### config.mk
export PLATFORM = sky130hd
export DESIGN_NAME = paged_xlate
export DESIGN_NICKNAME = d
export VERILOG_FILES = /design/src/rtl/pxl_pkg.sv /design/src/rtl/pxl_usable_bits.sv /design/src/rtl/pxl_ppn_ram.sv /design/src/rtl/paged_xlate.sv
export SDC_FILE = /design/constraint.sdc
export NUM_CORES = 1
export LEC_CHECK = 0
export ABC_AREA = 1
export BUFFER_PORTS_ARGS = -buffer_cell sky130_fd_sc_hd__buf_2
export CORE_MARGIN = 3
export CORE_UTILIZATION = 35
export DETAILED_ROUTE_END_ITERATION = 10
export PLACE_DENSITY = 0.5
export SKIP_CTS_REPAIR_TIMING = 1
export SLEW_MARGIN = 20
export SYNTH_ARGS = -nofsm -noshare
export SYNTH_HDL_FRONTEND = slang
export SYNTH_HIERARCHICAL = 1
export SYNTH_SLANG_ARGS = --single-unit
### constraint.sdc
create_clock -name clk -period 2.38 [get_ports clk]
set_clock_uncertainty 0.2 [all_clocks]
set_input_delay 0.238 -clock clk [delete_from_list [all_inputs] [get_ports clk]]
set_output_delay 0.238 -clock clk [all_outputs]
set_load 0.02 [all_outputs]
### src/rtl/pxl_pkg.sv
package pxl_pkg;
  localparam int DEF_VA_W            = 10;
  localparam int DEF_PA_W            = 8;
  localparam int DEF_OFF_W           = 4;
  localparam int DEF_INSTALLED_BYTES = 128;

  // True when a physical page lies fully inside installed memory.
  function automatic logic page_installed(input int ppn, input int pages);
    return (ppn < pages);
  endfunction
endpackage

### src/rtl/pxl_usable_bits.sv
// One resettable flag per entry: set only for a valid, in-range mapping.
module pxl_usable_bits #(
  parameter int ENTRIES = 64,
  parameter int IDX_W   = 6,
  parameter int PPN_W   = 4,
  parameter int PAGES   = 8
) (
  input  logic             clk,
  input  logic             rst,
  input  logic             wr_en,
  input  logic [IDX_W-1:0] wr_idx,
  input  logic             wr_valid,
  input  logic [PPN_W-1:0] wr_ppn,
  input  logic             rd_en,
  input  logic [IDX_W-1:0] rd_idx,
  output logic             usable_q
);
  logic [ENTRIES-1:0] usable;
  logic               wr_usable;

  always_comb begin
    wr_usable = wr_valid && pxl_pkg::page_installed(int'(wr_ppn), PAGES);
  end

  genvar g;
  generate
    for (g = 0; g < ENTRIES; g++) begin : g_ent
      always_ff @(posedge clk) begin
        if (rst) begin
          usable[g] <= 1'b0;
        end else if (wr_en && (wr_idx == IDX_W'(g))) begin
          usable[g] <= wr_usable;
        end
      end
    end
  endgenerate

  // Idle cycles read as usable so that the fault output stays low.
  always_ff @(posedge clk) begin
    if (rst) begin
      usable_q <= 1'b1;
    end else if (rd_en) begin
      usable_q <= usable[rd_idx];
    end else begin
      usable_q <= 1'b1;
    end
  end
endmodule

### src/rtl/pxl_ppn_ram.sv
// Simple dual-port memory, read-first, registered read: maps onto block RAM.
module pxl_ppn_ram #(
  parameter int DEPTH  = 64,
  parameter int ADDR_W = 6,
  parameter int DATA_W = 4
) (
  input  logic              clk,
  input  logic              we,
  input  logic [ADDR_W-1:0] waddr,
  input  logic [DATA_W-1:0] wdata,
  input  logic              re,
  input  logic [ADDR_W-1:0] raddr,
  output logic [DATA_W-1:0] rdata
);
  logic [DATA_W-1:0] mem [DEPTH];

  always_ff @(posedge clk) begin
    if (we) begin
      mem[waddr] <= wdata;
    end
    if (re) begin
      rdata <= mem[raddr];
    end
  end
endmodule

### src/rtl/paged_xlate.sv
module paged_xlate #(
  parameter int VA_W            = pxl_pkg::DEF_VA_W,
  parameter int PA_W            = pxl_pkg::DEF_PA_W,
  parameter int OFF_W           = pxl_pkg::DEF_OFF_W,
  parameter int INSTALLED_BYTES = pxl_pkg::DEF_INSTALLED_BYTES,
  localparam int VPN_W          = VA_W - OFF_W,
  localparam int PPN_W          = PA_W - OFF_W
) (
  input  logic             clk,
  input  logic             rst,
  input  logic             req_i,
  input  logic [VA_W-1:0]  va_i,
  input  logic             wr_en_i,
  input  logic [VPN_W-1:0] wr_idx_i,
  input  logic             wr_valid_i,
  input  logic [PPN_W-1:0] wr_ppn_i,
  output logic             rsp_valid_o,
  output logic [PA_W-1:0]  pa_o,
  output logic             fault_o
);
  localparam int ENTRIES = 1 << VPN_W;
  localparam int PAGES   = INSTALLED_BYTES >> OFF_W;

  logic             wr_ok;
  logic             rd_ok;
  logic [VPN_W-1:0] vpn;
  logic [PPN_W-1:0] ppn_q;
  logic [OFF_W-1:0] off_q;
  logic             usable_q;
  logic             rsp_q;

  always_comb begin
    wr_ok = wr_en_i && !rst;
    rd_ok = req_i && !rst;
    vpn   = va_i[VA_W-1:OFF_W];
  end

  pxl_usable_bits #(
    .ENTRIES(ENTRIES), .IDX_W(VPN_W), .PPN_W(PPN_W), .PAGES(PAGES)
  ) u_usable (
    .clk      (clk),
    .rst      (rst),
    .wr_en    (wr_ok),
    .wr_idx   (wr_idx_i),
    .wr_valid (wr_valid_i),
    .wr_ppn   (wr_ppn_i),
    .rd_en    (rd_ok),
    .rd_idx   (vpn),
    .usable_q (usable_q)
  );

  pxl_ppn_ram #(
    .DEPTH(ENTRIES), .ADDR_W(VPN_W), .DATA_W(PPN_W)
  ) u_ram (
    .clk   (clk),
    .we    (wr_ok),
    .waddr (wr_idx_i),
    .wdata (wr_ppn_i),
    .re    (rd_ok),
    .raddr (vpn),
    .rdata (ppn_q)
  );

  always_ff @(posedge clk) begin
    if (rst) begin
      rsp_q <= 1'b0;
      off_q <= '0;
    end else begin
      rsp_q <= req_i;
      if (req_i) begin
        off_q <= va_i[OFF_W-1:0];
      end
    end
  end

  always_comb begin
    rsp_valid_o = rsp_q;
    pa_o        = {ppn_q, off_q};
    fault_o     = !usable_q;
  end
endmodule

==> flow_metrics.tcl, run 1 <==
set metrics [dict create \
    cts.clk_slew.worst_paths_ps 60 \
    finalHoldViolations 1 \
    row_count 73 \
    reg2reg_from "u_ram/mem[43][1]" \
    path_max_fanout 9 \
    die_x_um 209.1 \
    run_status "finished, violations left" \
    p_leak_nw 5.977 \
    reg2reg_to "u_ram/rdata[1]" \
    cap_violations 0 \
    cts-root-buf "clkbuf_16" \
    ir_worst_vdd_uv 588.4 \
    syn_avg_cell_area_um2 9.818 \
    fmax_mhz 490.9 \
    violations "hold timing" \
    drive_above_1_share_pct 10.57 \
    fill_cells 3924 \
    crit_slowest_cell "dlygate4sd3_1" \
    tns_ps 0 \
    grt_util_all_layers_pct 18.55 \
    crit_arrival_ps 2270 \
    worst_pin_slew_ps 740.8 \
    grt_max_degree 81 \
    wl_um 41010 \
    vias 10900 \
    worstSetupPathType "input port to flop" \
    tritoncts "yes" \
    pre_cts_slack_ps 271.0 \
    antenna_left 0 \
    cp-end-kind "flop" \
    grt_setup_unrepaired "no" \
    ys_top_cells_by_count "nand2_1, nand3_1, edfxtp_1" \
    cts_made_buffers 37 \
    first_pass_iters 5 \
    vias_per_cell 5.248 \
    ys_warn_count 6 \
    synthCells 1471 \
    rr_worst_depth 8 \
    path_common_cell "dlygate4sd3_1" \
    clock_latency_ps 550 \
    setup_viol 0 \
    synth-seq-cells 330 \
    cp-startpoint "req_i" \
    htree_levels 2 \
    slew_violations 0 \
    die_y_um 209.1 \
    hold_path.class "input port to flop" \
    start_util_pct 35.86 \
    yosysUniqueCellTypes 23 \
    cts_buffer_depth 3 \
    place_inst 1996 \
    grt_pass1_vias 10830 \
    fin_util_pct 41.38 \
    gr-total-overflow 0 \
    syn_area_mm2 0.01444 \
    ys.flop_type "edfxtp_1" \
    drc_errors 0 \
    critPathMaxStageDelay_ps 550 \
    antenna_found_initial 0 \
    synth_edf_count 260 \
    avgRoutedWirePerCell_um 19.74 \
    async_reset_ff_share_pct 0 \
    drt_iter0_drc 933 \
    reg2reg_slack_ps 670 \
    instances_no_fill 2077 \
    cp-start-kind "input port" \
    cp_data_required_time_ps 2610 \
    post-route-min-period_ps 2037 \
    die-area_mm2 0.04374 \
    synth_top_area_share_pct 54.06 \
    port-buffer-count 34 \
    core_area_mm2 0.04028 \
    worstPathCellList "dlygate4sd3_1 > buf_2 > nand2_2 > dlygate4sd3_1 > nand2_1 > nor2_1 > dlygate4sd3_1" \
    num_io_pins 35 \
    clock-sinks 330 \
    synth_most_common_cell "nand2_1" \
    diodes 0 \
    nets 1550 \
    endpoint "off_q[2]" \
    p_per_area_mw_per_mm2 787.7 \
    setup_slack_ps 343.0 \
    synth-seq-area-share_pct 63.76 \
    area_growth_pct 15.42 \
    yosysTopAreaCell "edfxtp_1" \
    synth_fp_nets 1496 \
    ys_top_cells_by_area "edfxtp_1, nand3_1, nand2_1" \
    hold_ws_ps -5.493 \
    grt_pass1_wl_um 63370 \
    relSlewSlack_pct 50.61 \
    fin_crit_sh_pct 85.59 \
    gp_congestion 0.8602 \
    dpl.hpwl_um 24850 \
]
kinds of logic after synthesis:
family | count (synthesis) | share of synthesized area, %
buffers and inverters | 145 | 5.579
AO/OA/AOI/OAI | 121 | 4.193
flip-flops | 330 | 63.76
AND/OR/NAND/NOR | 875 | 26.47
state kept, by name, summed over array words and instances (netlist names):
signal	flops
u_usable/usable	64
rsp_valid_o	1
u_usable/usable_q	1
off_q	4
u_ram/mem	256
u_ram/rdata	4
cell type report:
cell class / count / area, µm² / area share [%]
clock inverters: 16 / 216.5 / 1.299
repair buffers: 104 / 885.9 / 5.314
well taps: 525 / 656.9 / 3.941
clock buffers: 50 / 1057 / 6.342
flip-flops and latches: 330 / 9209 / 55.24
inverters: 56 / 211.5 / 1.268
multi-input cells: 996 / 4433 / 26.59
placed cells by master, fill, tap and decap left out, types with 9 or more instances in the layout:
cell             n
nand3_1        334
edfxtp_1       260
o21ai_0         47
o21ai_1         10
buf_4           44
buf_2           33
a21oi_1         64
buf_12          12
inv_1           47
dfxtp_1         70
nor2_1          87
nand2_1        413
dlygate4sd3_1   15
nor3_1          14
nand4_1          9
clkbuf_16       39
worst min-delay path by stage:
| stage | slack (ps) | end | startpoint | cells past startpoint |
|---|---|---|---|---|
| after floorplan | 110 | rsp_valid_o | rst | 1 |
| after global placement | 250 | off_q[2] | off_q[2] | 2 |
| after detailed placement | 260 | off_q[2] | off_q[2] | 2 |
| after CTS | -240 | off_q[0] | va_i[0] | 5 |
| after global routing | 10 | u_usable/usable_q | va_i[7] | 5 |
| final | -5 | u_usable/usable_q | va_i[7] | 5 |
report_power, final:
part / switching (mW) / leakage (nW) / internal [mW]
Sequential: 0.0110 / 2.90 / 6.24
Clock: 2.31 / 0.624 / 3.67
Combinational: 0.655 / 2.45 / 0.248
Total: 2.98 / 5.98 / 10.2
routing by layer:
layer	part of all wire [%]	up-vias	GRT usage, %	wire length [µm]
met5	0	-	0	0
met1	44	5281	25.26	17990
met2	47	335	29.89	19240
met4	3.4	0	7.460	1400
li1	-	5205	-	-
met3	5.8	80	2.762	2378
critical path: cells and delay by family:
family	cells	cell delay [ps]
AND/OR/NAND/NOR	3	190
buffers and inverters	4	1840
per-stage QoR:
stage               hold slack, ps  total power [mW]  instance area [µm²]
floorplan                    110.4             6.901                14440
detailed placement           262.1             7.257                15250
finish                      -5.493             13.13                16670
global placement             254.4             7.258                15250
CTS                         -242.1             13.25                16520
global route                 12.18             13.58                16670
Note: power is estimated with default switching activity, not from simulation.
==> inputs of run 2 (changes only) <==
- CORE_MARGIN: 3 -> 2
- clock period: 2.38 -> 2.4 ns (I/O delays scaled with it)
==> run 2 against run 1 <==
The flow now finishes without violations. Power shrank 1.0%. Cell area shrank 0.25%. Cell count grew 0.48%. Critical path depth is the same. Hold slack gained 17 ps. Worst setup slack gained 12 ps. Non-clock buffer count shrank 2. Clock-buffer cell count shrank 4. Largest power group unchanged. Highest routed layer unchanged.
==> flow_metrics.tcl, run 2 (synthesized netlist as in run 1, its figures left out) <==
set metrics [dict create \
    run_status "complete, no violations" \
    first_pass_iters 5 \
    nets 1550 \
    grt_max_degree 93 \
    dr_wl_met2_um 18900 \
    reg2reg_to "u_ram/rdata[0]" \
    htree_levels 2 \
    start_util_pct 35.45 \
    slew_violations 0 \
    crit_cells 7 \
    core_area_mm2 0.04074 \
    tns_ps 0 \
    reg2reg_slack_ps 860 \
    tritoncts "yes" \
    fmax_mhz 488.9 \
    cp_data_required_time_ps 2630 \
    gr-total-overflow 0 \
    worst_pin_slew_ps 749.6 \
    largest_register_ff_count 256 \
    die_y_um 207.1 \
    finalHoldViolations 0 \
    hold_ws_ps 11.34 \
    avgRoutedWirePerCell_um 19.47 \
    top_register "u_ram/mem" \
    vias_per_cell 5.196 \
    clock_latency_ps 550 \
    path_common_cell "dlygate4sd3_1" \
    die_x_um 207.1 \
    clock-sinks 330 \
    wl_um 40630 \
    fin_crit_sh_pct 85.22 \
    ir_worst_vdd_uv 539.6 \
    top_regs "u_ram/mem: 256 flops, u_usable/usable: 64 flops" \
    cp-startpoint "req_i" \
    final_common_cell "nand2_1" \
    drt_iter0_drc 866 \
    port-buffer-count 34 \
    cts-root-buf "clkbuf_16" \
    setup_slack_ps 354.7 \
    hold_path.class "input port to flop" \
    crit_slowest_cell "dlygate4sd3_1" \
    grt_util_all_layers_pct 18.80 \
    cp-end-kind "flop" \
    cp-start-kind "input port" \
    dpl.hpwl_um 25290 \
    rr_worst_depth 8 \
    grt_pass1_wl_um 62680 \
    relSlewSlack_pct 50.03 \
    row_count 74 \
    num_io_pins 35 \
    area_growth_pct 15.13 \
    antenna_left 0 \
    final_cell_mix "nand2_1, nand3_1, edfxtp_1" \
    reg2reg_from "u_ram/mem[19][0]" \
    die-area_mm2 0.04290 \
    drc_errors 0 \
    diodes 0 \
    pre_cts_slack_ps 318.8 \
    endpoint "off_q[3]" \
    cts.clk_slew.worst_paths_ps 60 \
    gp_congestion 0.7989 \
    worstSetupPathType "input port to flop" \
    drive_above_1_share_pct 10.80 \
    post-route-min-period_ps 2045 \
    path_max_fanout 9 \
    cts_buffer_depth 3 \
    cap_violations 0 \
    cts_made_buffers 39 \
    wl_met3_um 2217 \
    p_per_area_mw_per_mm2 781.6 \
    setup_viol 0 \
    drt-met1-wl_um 18740 \
    fill_cells 4041 \
    critPathMaxStageDelay_ps 550 \
    antenna_found_initial 0 \
    worstPathCellList "dlygate4sd3_1 > buf_2 > nand2_1 > dlygate4sd3_1 > nand2_1 > nor2_2 > dlygate4sd3_1" \
    p_leak_nw 5.955 \
    path_buf_inv 4 \
    grt_setup_unrepaired "no" \
    grt_pass1_vias 10630 \
    top_layer_used "met4" \
    vias 10850 \
    critPathTopFamily "buffers and inverters" \
    crit_arrival_ps 2280 \
]
run 2: changes by cell type in the layout (fill, tap and decap cells not counted), sizes merged:
cell / before / now
clkinv: 9 / 16
clkbuf: 50 / 46
clkinvlp: 1 / 4
dlygate4sd3: 15 / 13
bufinv: 5 / 4
run 2: layer usage:
layer  GRT usage (%)  up-vias
met5               0        -
met4           5.246        0
met3           3.381       48
met2           30.13      290
met1           26.20     5313
li1                -     5194
run 2: layout make-up:
| type | count | area (µm²) | area share (%) |
|---|---|---|---|
| flip-flops and latches | 330 | 9209 | 55.38 |
| multi-input cells | 996 | 4433 | 26.66 |
| clock buffers | 46 | 1045 | 6.283 |
| repair buffers | 102 | 828.3 | 4.981 |
| well taps | 532 | 665.6 | 4.003 |
| clock inverters | 25 | 236.5 | 1.422 |
| inverters | 56 | 211.5 | 1.272 |
run 2: power breakdown:
group | internal, mW | switching, mW | leakage, nW
Clock | 3.55 | 2.36 | 0.624
Sequential | 6.19 | 0.0116 | 2.90
Combinational | 0.240 | 0.647 | 2.43
Total | 9.98 | 3.01 | 5.96
run 2: worst min-delay path by stage:
| stage | cells past startpoint | endpoint | startpoint |
|---|---|---|---|
| 4_1_cts | 5 | off_q[2] | va_i[2] |
| 3_5_place_dp | 2 | u_usable/usable[38] | u_usable/usable[38] |
| 5_1_grt | 2 | u_ram/mem[17][0] | wr_ppn_i[0] |
| 3_3_place_gp | 2 | off_q[2] | off_q[2] |
| 2_1_floorplan | 1 | rsp_valid_o | rst |
| 6_report | 2 | u_ram/mem[4][1] | wr_ppn_i[1] |
run 2: per-stage QoR:
| stage | std cells | instance area (µm²) | util, % | total power [mW] |
|---|---|---|---|---|
| 6_report | 2087 | 16630 | 40.82 | 13.00 |
| 5_1_grt | 2087 | 16630 | 40.82 | 13.44 |
| 4_1_cts | 2074 | 16500 | 40.50 | 13.12 |
| 3_5_place_dp | 2003 | 15220 | 37.35 | 7.192 |
| 3_3_place_gp | 2003 | 15220 | 37.35 | 7.192 |
| 2_1_floorplan | 1471 | 14440 | - | 6.843 |
